<file path="src/rtl/csdec_pkg.sv">
package csdec_pkg;
   // sub-register selector inside one bank's register window
   typedef enum logic [2:0] {
      SEL_BASE = 3'd0,
      SEL_MASK = 3'd1,
      SEL_OPT  = 3'd2,
      SEL_TIM0 = 3'd3
   } csdec_sel_e;

   localparam int SEL_W = 3;

   // mask of address bits kept in base/mask storage
   function automatic logic [31:0] hi_keep(input int aw, input int minl);
      logic [31:0] m;
      m = '0;
      for (int i = 0; i < 32; i++)
         if (i >= minl && i < aw) m[i] = 1'b1;
      return m;
   endfunction
endpackage

</file>
<file path="src/rtl/csdec_regfile.sv">
module csdec_regfile
   import csdec_pkg::*;
#(
   parameter int NB        = 4,
   parameter int AW        = 32,
   parameter int TN        = 4,
   parameter int TW        = 32,
   parameter int MINL      = 16,
   parameter logic [AW-1:0] BOOT_BASE = 32'hFFFF_0000,
   parameter logic [AW-1:0] BOOT_MASK = 32'hFFFF_0000,
   localparam int IDXW     = $clog2(NB),
   localparam int RAW      = IDXW + SEL_W
) (
   input  logic                  clk,
   input  logic                  rst_n,
   input  logic                  wr_en,
   input  logic [RAW-1:0]        wr_addr,
   input  logic [AW-1:0]         wr_data,
   output logic [NB*AW-1:0]      base_all,
   output logic [NB*AW-1:0]      mask_all,
   output logic [NB-1:0]         valid_all,
   output logic [NB-1:0]         wprot_all,
   output logic [NB*TN*TW-1:0]   tim_all
);
   localparam logic [31:0] KEEP32 = hi_keep(AW, MINL);
   localparam logic [AW-1:0] KEEP = KEEP32[AW-1:0];

   logic [IDXW-1:0]  wbank;
   logic [SEL_W-1:0] wsel;
   assign wbank = wr_addr[RAW-1:SEL_W];
   assign wsel  = wr_addr[SEL_W-1:0];

   for (genvar b = 0; b < NB; b++) begin : g_bank
      logic [AW-1:0]         base_q, mask_q;
      logic                  valid_q, wprot_q;
      logic [TN-1:0][TW-1:0] tim_q;
      logic                  sel_me;
      assign sel_me = wr_en && (wbank == IDXW'(b));

      always_ff @(posedge clk or negedge rst_n) begin
         if (!rst_n) begin
            valid_q <= (b == 0);
            base_q  <= (b == 0) ? (BOOT_BASE & KEEP) : '0;
            mask_q  <= (b == 0) ? (BOOT_MASK & KEEP) : '0;
            wprot_q <= 1'b0;
            tim_q   <= '0;
         end else if (sel_me) begin
            if (wsel == SEL_BASE) begin
               base_q  <= wr_data & KEEP;
               valid_q <= wr_data[0];
            end
            if (wsel == SEL_MASK) mask_q  <= wr_data & KEEP;
            if (wsel == SEL_OPT)  wprot_q <= wr_data[0];
            for (int t = 0; t < TN; t++)
               if (wsel == SEL_W'(int'(SEL_TIM0) + t)) tim_q[t] <= wr_data[TW-1:0];
         end
      end

      assign base_all[b*AW +: AW]        = base_q;
      assign mask_all[b*AW +: AW]        = mask_q;
      assign valid_all[b]                = valid_q;
      assign wprot_all[b]                = wprot_q;
      assign tim_all[b*TN*TW +: TN*TW]   = tim_q;
   end
endmodule

</file>
<file path="src/rtl/csdec_match.sv">
module csdec_match #(
   parameter int NB = 4,
   parameter int AW = 32
) (
   input  logic [AW-1:0]    addr,
   input  logic [NB*AW-1:0] base_all,
   input  logic [NB*AW-1:0] mask_all,
   input  logic [NB-1:0]    valid_all,
   output logic [NB-1:0]    hit
);
   for (genvar b = 0; b < NB; b++) begin : g_cmp
      logic [AW-1:0] diff;
      assign diff   = (addr ^ base_all[b*AW +: AW]) & mask_all[b*AW +: AW];
      assign hit[b] = valid_all[b] && (diff == '0);
   end
endmodule

</file>
<file path="src/rtl/csdec_select.sv">
module csdec_select #(
   parameter int NB   = 4,
   parameter int TN   = 4,
   parameter int TW   = 32,
   localparam int IDXW = $clog2(NB)
) (
   input  logic                 clk,
   input  logic                 rst_n,
   input  logic                 req_valid,
   input  logic                 req_write,
   input  logic [NB-1:0]        hit,
   input  logic [NB-1:0]        wprot_all,
   input  logic [NB*TN*TW-1:0]  tim_all,
   output logic [NB-1:0]        cs_o,
   output logic [IDXW-1:0]      bank_o,
   output logic [TN*TW-1:0]     tim_o,
   output logic                 wp_err_o,
   output logic                 nomatch_err_o
);
   logic            found, blocked;
   logic [IDXW-1:0] win;

   always_comb begin
      found = 1'b0;
      win   = '0;
      for (int b = NB - 1; b >= 0; b--) begin
         if (hit[b]) begin
            found = 1'b1;
            win   = IDXW'(b);
         end
      end
      blocked = req_write && wprot_all[win];
   end

   always_ff @(posedge clk or negedge rst_n) begin
      if (!rst_n) begin
         cs_o          <= '0;
         bank_o        <= '0;
         tim_o         <= '0;
         wp_err_o      <= 1'b0;
         nomatch_err_o <= 1'b0;
      end else begin
         cs_o          <= (req_valid && found && !blocked) ? (NB'(1) << win) : '0;
         wp_err_o      <= req_valid && found && blocked;
         nomatch_err_o <= req_valid && !found;
         if (req_valid && found) begin
            bank_o <= win;
            tim_o  <= tim_all[win*TN*TW +: TN*TW];
         end
      end
   end
endmodule

</file>
<file path="src/rtl/csdec_top.sv">
module csdec_top
   import csdec_pkg::*;
#(
   parameter int NB        = 4,
   parameter int AW        = 32,
   parameter int TN        = 4,
   parameter int TW        = 32,
   parameter int MINL      = 16,
   parameter logic [AW-1:0] BOOT_BASE = 32'hFFFF_0000,
   parameter logic [AW-1:0] BOOT_MASK = 32'hFFFF_0000,
   localparam int IDXW     = $clog2(NB),
   localparam int RAW      = IDXW + SEL_W
) (
   input  logic              clk,
   input  logic              rst_n,
   input  logic              req_valid,
   input  logic [AW-1:0]     req_addr,
   input  logic              req_write,
   input  logic              cfg_wr_en,
   input  logic [RAW-1:0]    cfg_addr,
   input  logic [AW-1:0]     cfg_wdata,
   output logic [NB-1:0]     cs_o,
   output logic [IDXW-1:0]   bank_o,
   output logic [TN*TW-1:0]  tim_o,
   output logic              wp_err_o,
   output logic              nomatch_err_o
);
   if (NB < 2 || NB > 8)         begin : g_bad_nb   $error("NB must be 2..8");          end
   if (NB != (1 << IDXW))        begin : g_bad_pow  $error("NB must be a power of 2");  end
   if (AW < 17 || AW > 32)       begin : g_bad_aw   $error("AW must be 17..32");        end
   if (TN < 1 || TN > 5)         begin : g_bad_tn   $error("TN must be 1..5");          end
   if (TW < 1 || TW > AW)        begin : g_bad_tw   $error("TW must be 1..AW");         end
   if (MINL < 1 || MINL >= AW)   begin : g_bad_minl $error("MINL out of range");        end

   logic [NB*AW-1:0]    base_all, mask_all;
   logic [NB-1:0]       valid_all, wprot_all, hit;
   logic [NB*TN*TW-1:0] tim_all;

   csdec_regfile #(
      .NB(NB), .AW(AW), .TN(TN), .TW(TW), .MINL(MINL),
      .BOOT_BASE(BOOT_BASE), .BOOT_MASK(BOOT_MASK)
   ) u_regs (
      .clk(clk), .rst_n(rst_n), .wr_en(cfg_wr_en), .wr_addr(cfg_addr),
      .wr_data(cfg_wdata), .base_all(base_all), .mask_all(mask_all),
      .valid_all(valid_all), .wprot_all(wprot_all), .tim_all(tim_all)
   );

   csdec_match #(.NB(NB), .AW(AW)) u_match (
      .addr(req_addr), .base_all(base_all), .mask_all(mask_all),
      .valid_all(valid_all), .hit(hit)
   );

   csdec_select #(.NB(NB), .TN(TN), .TW(TW)) u_sel (
      .clk(clk), .rst_n(rst_n), .req_valid(req_valid), .req_write(req_write),
      .hit(hit), .wprot_all(wprot_all), .tim_all(tim_all),
      .cs_o(cs_o), .bank_o(bank_o), .tim_o(tim_o),
      .wp_err_o(wp_err_o), .nomatch_err_o(nomatch_err_o)
   );
endmodule

</file>
<file path="config.mk">
export PLATFORM = sky130hd
export DESIGN_NAME = csdec_top
export DESIGN_NICKNAME = d
export VERILOG_FILES = /design/src/rtl/csdec_pkg.sv /design/src/rtl/csdec_regfile.sv /design/src/rtl/csdec_match.sv /design/src/rtl/csdec_select.sv /design/src/rtl/csdec_top.sv
export SDC_FILE = /design/constraint.sdc
export NUM_CORES = 1
export LEC_CHECK = 0
export ABC_CLOCK_PERIOD_IN_PS = 3770
export BUFFER_PORTS_ARGS = -buffer_cell sky130_fd_sc_hd__buf_2
export CORE_ASPECT_RATIO = 1.5
export CORE_MARGIN = 2
export CORE_UTILIZATION = 40
export CTS_CLUSTER_DIAMETER = 150
export DETAILED_ROUTE_END_ITERATION = 16
export GPL_TIMING_DRIVEN = 0
export PLACE_DENSITY_LB_ADDON = 0.15
export SETUP_SLACK_MARGIN = 0.3
export SYNTH_ARGS = -nofsm -noshare
export SYNTH_HDL_FRONTEND = slang
export SYNTH_HIERARCHICAL = 1
export SYNTH_SLANG_ARGS = --single-unit
</file>
<file path="constraint.sdc">
create_clock -name clk -period 3.77 [get_ports clk]
set_input_delay 0.754 -clock clk [delete_from_list [all_inputs] [get_ports clk]]
set_output_delay 0.754 -clock clk [all_outputs]
set_load 0.01 [all_outputs]
</file>
Word-level counts from Yosys, hierarchy flattened
Index checks and enable logic that the tools add are counted.
{"block": "op_classes", "n_addsub": 0, "n_mul": 0, "div_mod_pow": 0, "n_lt_le_gt_ge": 1, "n_eq_ne": 9, "n_shift": 2, "muxes": 11, "bitwise": 8, "n_reduce_logical": 49}
{"cell": "indexed part select 512 x 10 -> 128 bit", "count": 1}
{"cell": "bitwise AND 32 bit", "count": 4}
{"cell": "zero test 32 bit", "count": 4}
{"cell": "bitwise XOR 32 bit", "count": 4}
{"cell": "AND reduction 2 bit", "count": 28}
{"cell": "logical AND 1 bit", "count": 13}
{"cell": "== test 3 bit (second input constant)", "count": 3}
{"cell": "two-way mux 2 bit", "count": 4}
{"cell": "== test 3 x 2 -> 1 bit (second input constant)", "count": 2}
{"cell": "two-way mux 1 bit", "count": 5}
{"cell": "== test 2 bit (second input constant)", "count": 2}
{"cell": "two-way mux 4 bit", "count": 1}
{"cell": "<< shifter 1 x 2 -> 4 bit (first input constant)", "count": 1}
{"cell": "== test 3 x 1 -> 1 bit (second input constant)", "count": 1}
{"cell": "zero test 3 bit", "count": 1}
{"cell": "less-than comparator 2 x 3 -> 1 bit (second input constant)", "count": 1}
{"cell": "binary-select mux 1 bit (select 2 bit)", "count": 1}
{"cell": "== test 2 x 1 -> 1 bit (second input constant)", "count": 1}
{"cell": "zero test 1 bit", "count": 2}
{"cell": "zero test 2 bit", "count": 1}
{"block": "totals", "ff_bits": 784, "latch_bits": 0, "mem_bits_rw": 0, "rom_bits": 0, "input_bits": 74, "output_inout_bits": 136, "word_cells": 117, "n_memories": 0}

Depth between registers and ports, before layout
Gate-level depths: netlist (run 1).
{"block": "logic_depth", "word_depth": 14, "ltp_mapped": 12, "mapped_depth_nobuf": 8}

Hierarchy
The synthesis (run 1) kept the hierarchy.
{"mod": "csdec_regfile", "n_inst": 1, "cells_each": 1587, "area_each_um2": 25458.2, "seq_area_each_um2": 16256.8}
{"mod": "csdec_select", "n_inst": 1, "cells_each": 941, "area_each_um2": 8543.2, "seq_area_each_um2": 3403.3}
{"mod": "csdec_match", "n_inst": 1, "cells_each": 209, "area_each_um2": 1775.5, "seq_area_each_um2": 0.0}

Least setup slack after synthesis (run 1)
OpenSTA, ideal clock, no wires.
{"block": "synth_timing", "path_kind": "in2reg", "startpoint": "input req_addr[25]", "endpoint": "register u_sel.tim_o[101]", "arrival_time_ns": 2.676, "path_slack_ns": 0.958, "stages": 11, "n_path_buf": 3, "path_cell_list": "xor2_1 > a22o_1 > a221oi_1 > nand4_1 > nor3_2 > buf_4 > buf_2 > clkbuf_1 > nor4b_1 > a31oi_1 > a31oi_1"}
{"item": "start, declared", "line": "csdec_top.sv:17", "source": "input logic [AW-1:0] req_addr,"}
{"item": "bitwise XOR 32 bit *", "line": "csdec_match.sv:13", "source": "assign diff = (addr ^ base_all[b*AW +: AW]) & mask_all[b*AW +: AW];"}
{"item": "bitwise AND 32 bit *", "line": "csdec_match.sv:13"}
{"item": "zero test 32 bit *", "line": "csdec_match.sv:14", "source": "assign hit[b] = valid_all[b] && (diff == '0);"}
{"item": "logical AND 1 bit *", "line": "csdec_match.sv:14"}
{"item": "named net hit[1]", "line": "csdec_top.sv:36", "source": "logic [NB-1:0] valid_all, wprot_all, hit;"}
{"item": "two-way mux 2 bit / two-way mux 1 bit (equally long branches) (2 in a row)", "line": "csdec_select.sv:27", "source": "if (hit[b]) begin"}
{"item": "indexed part select 512 x 10 -> 128 bit / logical AND 1 bit (equally long branches)", "line": "csdec_select.sv:48, csdec_select.sv:46"}
{"item": "end signal, assigned", "line": "csdec_select.sv:48", "source": "tim_o <= tim_all[win*TN*TW +: TN*TW];"}
{"item": "end, declared", "line": "csdec_select.sv:16", "source": "output logic [TN*TW-1:0] tim_o,"}
Mark *: on every way through the listed nets, which the timed path passes. The rest lies on a longest branch.
A chain may end at the register's enable or synchronous reset.

Worst setup path after layout (run 1)
{"block": "layout_timing", "startpoint": "register u_regs.g_bank[2].base_q[27]", "endpoint": "register u_sel.tim_o[3]"}
{"block": "layout_between", "elab_chain_len": 8}
{"item": "start, declared", "line": "csdec_regfile.sv:34", "source": "logic [AW-1:0] base_q, mask_q;"}
{"item": "start signal, assigned", "line": "csdec_regfile.sv:43", "source": "base_q <= (b == 0) ? (BOOT_BASE & KEEP) : '0;"}
{"item": "start signal, assigned", "line": "csdec_regfile.sv:49", "source": "base_q <= wr_data & KEEP;"}
{"item": "bitwise XOR 32 bit *", "line": "csdec_match.sv:13"}
{"item": "bitwise AND 32 bit *", "line": "csdec_match.sv:13"}
{"item": "zero test 32 bit *", "line": "csdec_match.sv:14"}
{"item": "logical AND 1 bit *", "line": "csdec_match.sv:14"}
{"item": "named net hit[2]", "line": "csdec_top.sv:36"}
{"item": "two-way mux 2 bit / two-way mux 1 bit (equally long branches) (3 in a row)", "line": "csdec_select.sv:27"}
{"item": "indexed part select 512 x 10 -> 128 bit / logical AND 1 bit (equally long branches)", "line": "csdec_select.sv:48, csdec_select.sv:46"}
Marks and branches as above.

==> out/metrics.cfg, run 1 <==
[place]
pre_cts_slack_ns=-1.28
place_congestion=0.873
dp.cells=4236
numPortBuffers=209
dp_hpwl_um=94200
placed_area_mm2=0.0389

[sta]
min_period_ns=3.46
final_hold_viol_count=0
rsz0062_at_grt=true
fin_ws_ns=0.311
timing.final.max_slew_violations=0
max_freq_ghz=0.289
worstMarginPinSlew_ns=1.11
period_share=0.917
slew_headroom=0.260
setup_viol=0
fin_skew_ns=0.0278

[synth]
synth_flop_cell=dfrtp_1
yosys-top-cells-area=dfrtp_1 (53%), mux2_2 (20%), a31oi_1 (3.7%)
synth_cell_types=50
synth-edff-count=0
yosys.area_share.xor_xnor=0.0313
synth_top_cells_by_count=dfrtp_1 (751), mux2_2 (637), a31oi_1 (210), buf_4 (146), nor2_1 (139)
synth_top_family_by_area=multiplexers
seq_area_frac_synth=0.550
yosys_warnings=6
synth-simple-area-share=0.0475
synthMuxAreaShare=0.205
synthAdderAreaFrac=0
syn_inst=2737
synth_area_per_cell_um2=13.1
yosysTopAreaCellShare=0.525
synth_most_common_cell=dfrtp_1
yosysTopAreaCell=dfrtp_1
netlist_area_mm2=0.0358
synth_seq_cells=784
synthArstFlopShare=1.00
synth_compound_area_frac=0.104

[route]
wire_per_inst_um=29.3
drt-initial-drc-count=2293
wl_um=129000
drt-pass1-iter-count=6
ant_nets=0
drc=0
viasPerCell=5.82
num_vias=25560

[clock_tree]
cts-htree-levels=3
cts.sinks=784
cts_hold_repair.buffers=0
cts_tree=built
clk_pin_slew_ns=0.06
clockRootBuffer=clkbuf_16
clock_path_buffers=3
clock_latency_ns=0.66
cts_inserted_buffers=80

[worst_setup_path]
crit_type=reg -> reg
crit_required_ns=4.27
crit_path_end_kind=register
crit_fanout=10
start_kind=register
crit_arrival_ns=3.96

[global_route]
antenna_found_initial=9
grt_max_degree=133
grt-ovfl-total=0
grt_pass1_vias=26737
grt_pass1_wl_um=186000
grt.total_usage=0.281

[cells_and_area]
multi_input_area_mm2=0.0144
final_area_mm2=0.0419
area.sequential_mm2=0.0197
fin_nets=3240
fin_cells=4390
syn2layout_area_growth_pct=17.1
drive_above_1_share=0.420
final_util=0.471
nFillCells=8081

[floorplanning]
core-area_mm2=0.0889
initial_utilization=0.403
dieArea_mm2=0.0919
num_rows=134
ios=210
die_h_um=370
die_width_um=248

[power]
p_leak_nw=20.0
irDropWorstVdd_v=0.000327
pwr_density_cell_mw_per_mm2=560

[run_status]
outcome=finished clean

[run]
maxCapViolCount=0

[worst_hold_path]
hp-class=in -> async

final timing paths:
| kind | slack (ns) | endpoint | from | cells after the start |
|---|---|---|---|---|
| max | 0.31 | u_sel/tim_o[3] | u_regs/g_bank[2].base_q[27] | 10 |
| min | 0.06 | u_regs/g_bank[1].base_q[20] | rst_n | 1 |
| max reg2reg | 0.31 | u_sel/tim_o[3] | u_regs/g_bank[2].base_q[27] | 10 |
| min reg2reg | 0.50 | u_regs/tim_all[422] | u_regs/tim_all[422] | 1 |
| max in group asynchronous | 1.88 | u_regs/tim_all[259] | rst_n | 4 |
| min in group clk | 0.42 | u_sel/cs_o[0] | req_write | 2 |
power breakdown:
part	internal, W	total, W	leakage, nW	switching, W
combinational	0.00197	0.00375	8.58	0.00178
sequential	0.0102	0.0113	10.1	0.00115
clock	0.00487	0.00835	1.36	0.00348
metrics by stage:
step                      hold WS [ns]  total power (W)  TNS, ns
final                           0.0640           0.0235        0
after global placement           0.475           0.0150        -
after global routing            0.0970           0.0245        0
after detailed placement         0.484           0.0152  -100.43
after floorplan                  0.458           0.0135        0
after CTS                       0.0626           0.0236        0
final cells by class:
type                       instances  share of cell area
antenna                            2            0.000119
buffer                           383              0.0562
clock buffer                     124              0.0580
clock inverter                    24             0.00771
inverter                           3            0.000269
multi-input combinational       1694               0.343
sequential                       784               0.469
tap                             1156              0.0345
timing repair buffer             220              0.0305
timing repair:
item                                    CTS  global route
pin swaps                                 0             3
gates cloned                              0             0
endpoints found under the setup margin  136           124
resized for setup                        35            45
setup buffers                             0             4
flip-flops by register name, indices dropped and copies added, names as in the netlist, 2 cells and up:
| signal | flops |
|---|---|
| u_regs/g_bank.mask_q | 64 |
| u_regs/tim_all | 512 |
| u_regs/g_bank.base_q | 64 |
| u_regs/g_bank.valid_q | 4 |
| u_sel/bank_o | 2 |
| u_sel/tim_o | 128 |
| u_sel/cs_o | 4 |
| u_regs/g_bank.wprot_q | 4 |
metal layers:
layer / wire length [um] / track usage / share of wire / up-vias
li1: - / - / - / 10793
met1: 46700 / 0.321 / 0.36 / 13374
met2: 66300 / 0.494 / 0.52 / 1059
met3: 7600 / 0.0478 / 0.059 / 318
met4: 7970 / 0.161 / 0.062 / 16
met5: 94 / 0 / 0.00073 / -
critical path, cell delays in order, from the launching register on:
cell	delay, ns
dfrtp_1	0.38
xor2_1	0.16
a22o_1	0.25
a221oi_2	0.35
nand4_1	0.23
nor4_2	0.36
clkbuf_4	0.34
clkdlybuf4s15_1	0.77
nor4b_1	0.13
a31oi_1	0.21
a31oi_1	0.11
cell families after synthesis:
logic type | count (synthesis)
buffers and inverters | 386
xor gates and xnor gates | 128
other | 1
DFF | 784
AOI/OAI and AO/OA | 501
and+or+nand+nor | 289
muxes | 648
layout by cell type, fill, tap and decap left out, drive strengths merged, types with 85 or more instances in the layout:
cell,count
nor2,139
a31oi,210
dfrtp,751
xor2,128
a222oi,86
clkbuf,250
conb,128
buf,476
nor4b,85
mux2,648
Power figures use the tool's default switching activity.
==> inputs of run 2 (changes only) <==
--- a/config.mk
+++ b/config.mk
@@ -9,7 +9,7 @@
 export BUFFER_PORTS_ARGS = -buffer_cell sky130_fd_sc_hd__buf_2
 export CORE_ASPECT_RATIO = 1.5
 export CORE_MARGIN = 2
-export CORE_UTILIZATION = 40
+export CORE_UTILIZATION = 49
 export CTS_CLUSTER_DIAMETER = 150
 export DETAILED_ROUTE_END_ITERATION = 16
 export GPL_TIMING_DRIVEN = 0
==> run 2 against run 1 <==
Clock power shrank 3.5%; global-route usage grew 4.7 points; highest routed layer unchanged; setup slack got worse by 0.0075 ns; clock-buffer cell count decreased by 5; register-to-register slack is essentially flat; hold slack got worse by 0.011 ns; largest power group unchanged; sequential power barely moved.
==> out/metrics.cfg, run 2 (synthesized netlist as in run 1, its figures left out) <==
[place]
dp.cells=4002
numPortBuffers=209
placed_area_mm2=0.0387
place_congestion=0.947
dp_hpwl_um=89400

[sta]
worstMarginPinSlew_ns=1.03
max_freq_ghz=0.288
final_hold_viol_count=0
timing.final.max_slew_violations=0
min_period_ns=3.47
fin_skew_ns=0.0228
setup_viol=0
setup_tns_ns=0
slew_headroom=0.315
period_share=0.919
rsz0062_at_grt=false

[floorplanning]
initial_utilization=0.494
ios=210
die_width_um=225
dieArea_mm2=0.0752
die_h_um=335
num_rows=121
core-area_mm2=0.0724

[cells_and_area]
mostFrequentLayoutCells=dfrtp_1 (751), mux2_2 (637), buf_2 (304), a31oi_1 (210), buf_4 (154)
final_common_cell=dfrtp_1
fin_nets=3234
largest_reg_flops=512
fin_cells=4144
syn2layout_area_growth_pct=15.7
final_area_mm2=0.0414
drive_above_1_share=0.415

[worst_setup_path]
start_kind=register
crit_required_ns=4.32
crit_fanout=10
crit_arrival_ns=4.02
crit_type=reg -> reg
crit_path_end_kind=register

[clock_tree]
clk_pin_slew_ns=0.06
clock_path_buffers=3
clockRootBuffer=clkbuf_16
cts-htree-levels=3
cts.sinks=784
cts_tree=built
cts_hold_repair.buffers=0
cts_inserted_buffers=77
clock_latency_ns=0.65

[route]
wire_per_inst_um=29.7
num_vias=25616
ant_nets=0
drc=0
viasPerCell=6.18
drt-pass1-iter-count=7
drt-initial-drc-count=2592
wl_um=123000

[global_route]
grt.total_usage=0.328
grt_max_degree=133
grt_pass1_vias=26608
antenna_found_initial=6
grt-ovfl-total=0
grt_pass1_wl_um=179000

[run]
maxCapViolCount=0

[power]
pwr_density_cell_mw_per_mm2=560
irDropWorstVdd_v=0.000328
p_leak_nw=19.9

[worst_hold_path]
hp-class=in -> async

[run_status]
outcome=finished clean

run 2: worst paths after layout:
path / startpoint / end / slack, ns / depth (start not counted)
min in group clk: req_write / u_sel/cs_o[0] / 0.39 / 2
min: rst_n / u_regs/g_bank[1].base_q[20] / 0.05 / 1
max reg2reg: u_regs/g_bank[1].base_q[19] / u_sel/tim_o[126] / 0.30 / 9
max in group asynchronous: rst_n / u_regs/tim_all[476] / 2.11 / 3
max: u_regs/g_bank[1].base_q[19] / u_sel/tim_o[126] / 0.30 / 9
min reg2reg: u_regs/tim_all[418] / u_regs/tim_all[418] / 0.50 / 1
run 2: report_power, final:
part / leakage (nW) / switching (W) / internal (W)
Clock: 1.27 / 0.00337 / 0.00469
Sequential: 10.1 / 0.00113 / 0.0102
Combinational: 8.55 / 0.00181 / 0.00198
run 2: routing by layer:
metal / up-vias / GRT usage / share of wire
li1: 10762 / - / -
met1: 13244 / 0.372 / 0.36
met2: 1197 / 0.562 / 0.50
met3: 405 / 0.0561 / 0.061
met4: 8 / 0.231 / 0.077
met5: - / 0 / 0.00037
run 2: final cells by class:
| class | instances | area [um^2] |
|---|---|---|
| fill | 6116 | 31000 |
| sequential | 784 | 19700 |
| antenna | 1 | 2.50 |
| multi-input combinational | 1694 | 14400 |
| clock buffer | 119 | 2300 |
| clock inverter | 21 | 310 |
| inverter | 3 | 11.3 |
| tap | 922 | 1150 |
| timing repair buffer | 217 | 1260 |
| buffer | 383 | 2330 |
run 2: timing repair:
item / CTS / global route
cloned: 0 / 0
setup buffers: 1 / 0
pin swaps: 2 / 2
setup endpoints to repair: 133 / 113
gates resized for setup: 30 / 36
run 2: through the flow:
step,hold WS (ns),setup WS (ns),power (W),utilization
after floorplan,0.458,0.958,0.0135,-
after global placement,0.474,-14.12,0.0149,0.531
after detailed placement,0.491,-0.991,0.0152,0.534
after CTS,0.0582,0.304,0.0233,0.571
after global routing,0.0933,0.311,0.0241,0.572
final,0.0533,0.304,0.0232,0.572
run 2: critical path, stage by stage (launching register included):
cell	delay [ns]
dfrtp_1	0.39
xor2_1	0.15
a22oi_1	0.57
nand4_1	0.38
nor3_4	0.38
buf_4	0.25
clkbuf_1	0.78
a21o_1	0.20
o22ai_1	0.08
a31oi_1	0.20
==> inputs of run 3 (changes only) <==
--- a/config.mk
+++ b/config.mk
@@ -8,12 +8,12 @@
 export ABC_CLOCK_PERIOD_IN_PS = 3770
 export BUFFER_PORTS_ARGS = -buffer_cell sky130_fd_sc_hd__buf_2
 export CORE_ASPECT_RATIO = 1.5
-export CORE_MARGIN = 2
 export CORE_UTILIZATION = 49
 export CTS_CLUSTER_DIAMETER = 150
 export DETAILED_ROUTE_END_ITERATION = 16
 export GPL_TIMING_DRIVEN = 0
 export PLACE_DENSITY_LB_ADDON = 0.15
+export REMOVE_ABC_BUFFERS = 1
 export SETUP_SLACK_MARGIN = 0.3
 export SYNTH_ARGS = -nofsm -noshare
 export SYNTH_HDL_FRONTEND = slang
==> run 3 against run 2 <==
Final area is 1.0% lower; flip-flop and latch count stayed put; highest routed layer unchanged; final cell count is 7.0% lower; sequential share of layout area is 0.50 points higher.
==> out/metrics.cfg, run 3 (synthesized netlist as in run 1, its figures left out) <==
[worst_setup_path]
crit_path_end_kind=register
start_kind=register
crit_fanout=14
crit_required_ns=4.26
crit_type=reg -> reg
r2r_cells=14
crit_arrival_ns=3.84

[cells_and_area]
drive_above_1_share=0.396
final_common_cell=dfrtp_1
syn2layout_area_growth_pct=14.5
fin_cells=3855
fin_nets=2944
mostFrequentLayoutCells=dfrtp_1 (751), mux2_2 (637), a31oi_1 (210), buf_2 (207), nor2_1 (130)
largest_reg_flops=512

[place]
dp_hpwl_um=62900
pre_cts_slack_ns=-1.10
numPortBuffers=209
place_congestion=0.781
dp.cells=3697

[clock_tree]
clk_pin_slew_ns=0.06
cts_tree=built
clockRootBuffer=clkbuf_16
cts.sinks=784
clock_path_buffers=3
clock_latency_ns=0.64
cts_inserted_buffers=76
cts_hold_repair.buffers=0
cts-htree-levels=3

[route]
drc=0
num_vias=23736
wl_um=102000
wire_per_inst_um=26.5
drt-pass1-iter-count=7
viasPerCell=6.16
drt-initial-drc-count=1826
ant_nets=0

[sta]
slew_headroom=0.200
fin_skew_ns=0.0276
worstMarginPinSlew_ns=1.20
timing.final.max_slew_violations=0
period_share=0.891
setup_viol=0
fin_ws_ns=0.412
min_period_ns=3.36
rsz0062_at_grt=true
final_hold_viol_count=0
max_freq_ghz=0.298

[power]
p_leak_nw=19.1
fin_total_pwr_w=0.0228
pwr_density_cell_mw_per_mm2=556
irDropWorstVdd_v=0.000394

[global_route]
grt-ovfl-total=0
grt_pass1_vias=25149
grt_max_degree=125
antenna_found_initial=8
grt.total_usage=0.278
grt_pass1_wl_um=156000

[floorplanning]
num_rows=121
die_h_um=333
core-area_mm2=0.0724
dieArea_mm2=0.0741
initial_utilization=0.494
ios=210
die_width_um=223

[run]
maxCapViolCount=0

[run_status]
outcome=finished clean

[worst_hold_path]
hp-class=in -> async

[run 3: cell types whose count changed in the layout (fill, tap and decap cells not counted), moves of 4 or more]
| cell | change |
|---|---|
| nor2_4 | +9 |
| clkbuf_1 | -86 |
| clkbuf_2 | -26 |
| clkbuf_4 | -15 |
| a221oi_1 | -4 |
| buf_16 | +28 |
| buf_12 | +21 |
| clkinv_2 | +5 |
| buf_2 | -97 |
| buf_4 | -139 |
| a221oi_2 | +5 |
| buf_8 | +14 |
| nor2_1 | -9 |
[run 3: area by class of cell]
type / count / area (um^2)
Antenna cell: 3 / 7.51
Multi-Input combinational cell: 1695 / 14600
Tap cell: 922 / 1150
Clock inverter: 28 / 375
Inverter: 3 / 13.8
Sequential cell: 784 / 19700
Timing Repair Buffer: 310 / 2960
Clock buffer: 110 / 2230
Fill cell: 5974 / 31400
[run 3: critical path, cell delays in order, from the launching register on]
cell and delay [ns]:
dfrtp_1 0.38, xor2_1 0.15, a22o_1 0.32, a221oi_2 0.23, nand4_1 0.19, nor3_4 0.27, buf_16 0.20, buf_16 0.18
buf_8 0.20, nor4b_4 0.08, buf_4 0.16, buf_6 0.16, buf_6 0.17, a222oi_1 0.35, a31oi_1 0.16
[run 3: final timing paths]
kind	start	endpoint	slack (ns)
max	u_regs/g_bank[1].base_q[25]	u_sel/tim_o[90]	0.41
min	rst_n	u_sel/wp_err_o	0.07
max reg2reg	u_regs/g_bank[1].base_q[25]	u_sel/tim_o[90]	0.41
min reg2reg	u_regs/g_bank[0].wprot_q	u_sel/cs_o[0]	0.47
max in group asynchronous	rst_n	u_sel/tim_o[42]	1.00
min in group clk	req_write	u_sel/cs_o[0]	0.33
[run 3: per-layer routing]
layer,part of all wire,vias up,track usage
li1,-,10205,-
met1,0.40,12413,0.349
met2,0.49,867,0.468
met3,0.061,241,0.0490
met4,0.043,10,0.125
met5,0.00051,-,0
[run 3: through the flow]
stage / TNS (ns) / utilization / instance area [um^2] / hold WS, ns
after floorplan: -811.12 / - / 34000 / 0.432
after global placement: - / 0.500 / 36200 / 0.469
after detailed placement: -121.75 / 0.527 / 38100 / 0.463
after CTS: 0 / 0.565 / 40900 / 0.0788
after global routing: 0 / 0.566 / 41000 / 0.110
final: 0 / 0.566 / 41000 / 0.0661
[run 3: timing repair]
action / CTS / global route
setup endpoints to repair: 132 / 124
buffers inserted: 13 / 2
gates resized for setup: 5 / 5
pin swaps: 3 / 3
gates cloned: 1 / 1
[run 3: where the power goes]
group	switching, W	internal, W	leakage (nW)
logic	0.00166	0.00188	7.73
clock network	0.00328	0.00468	1.28
registers	0.00108	0.0102	10.1
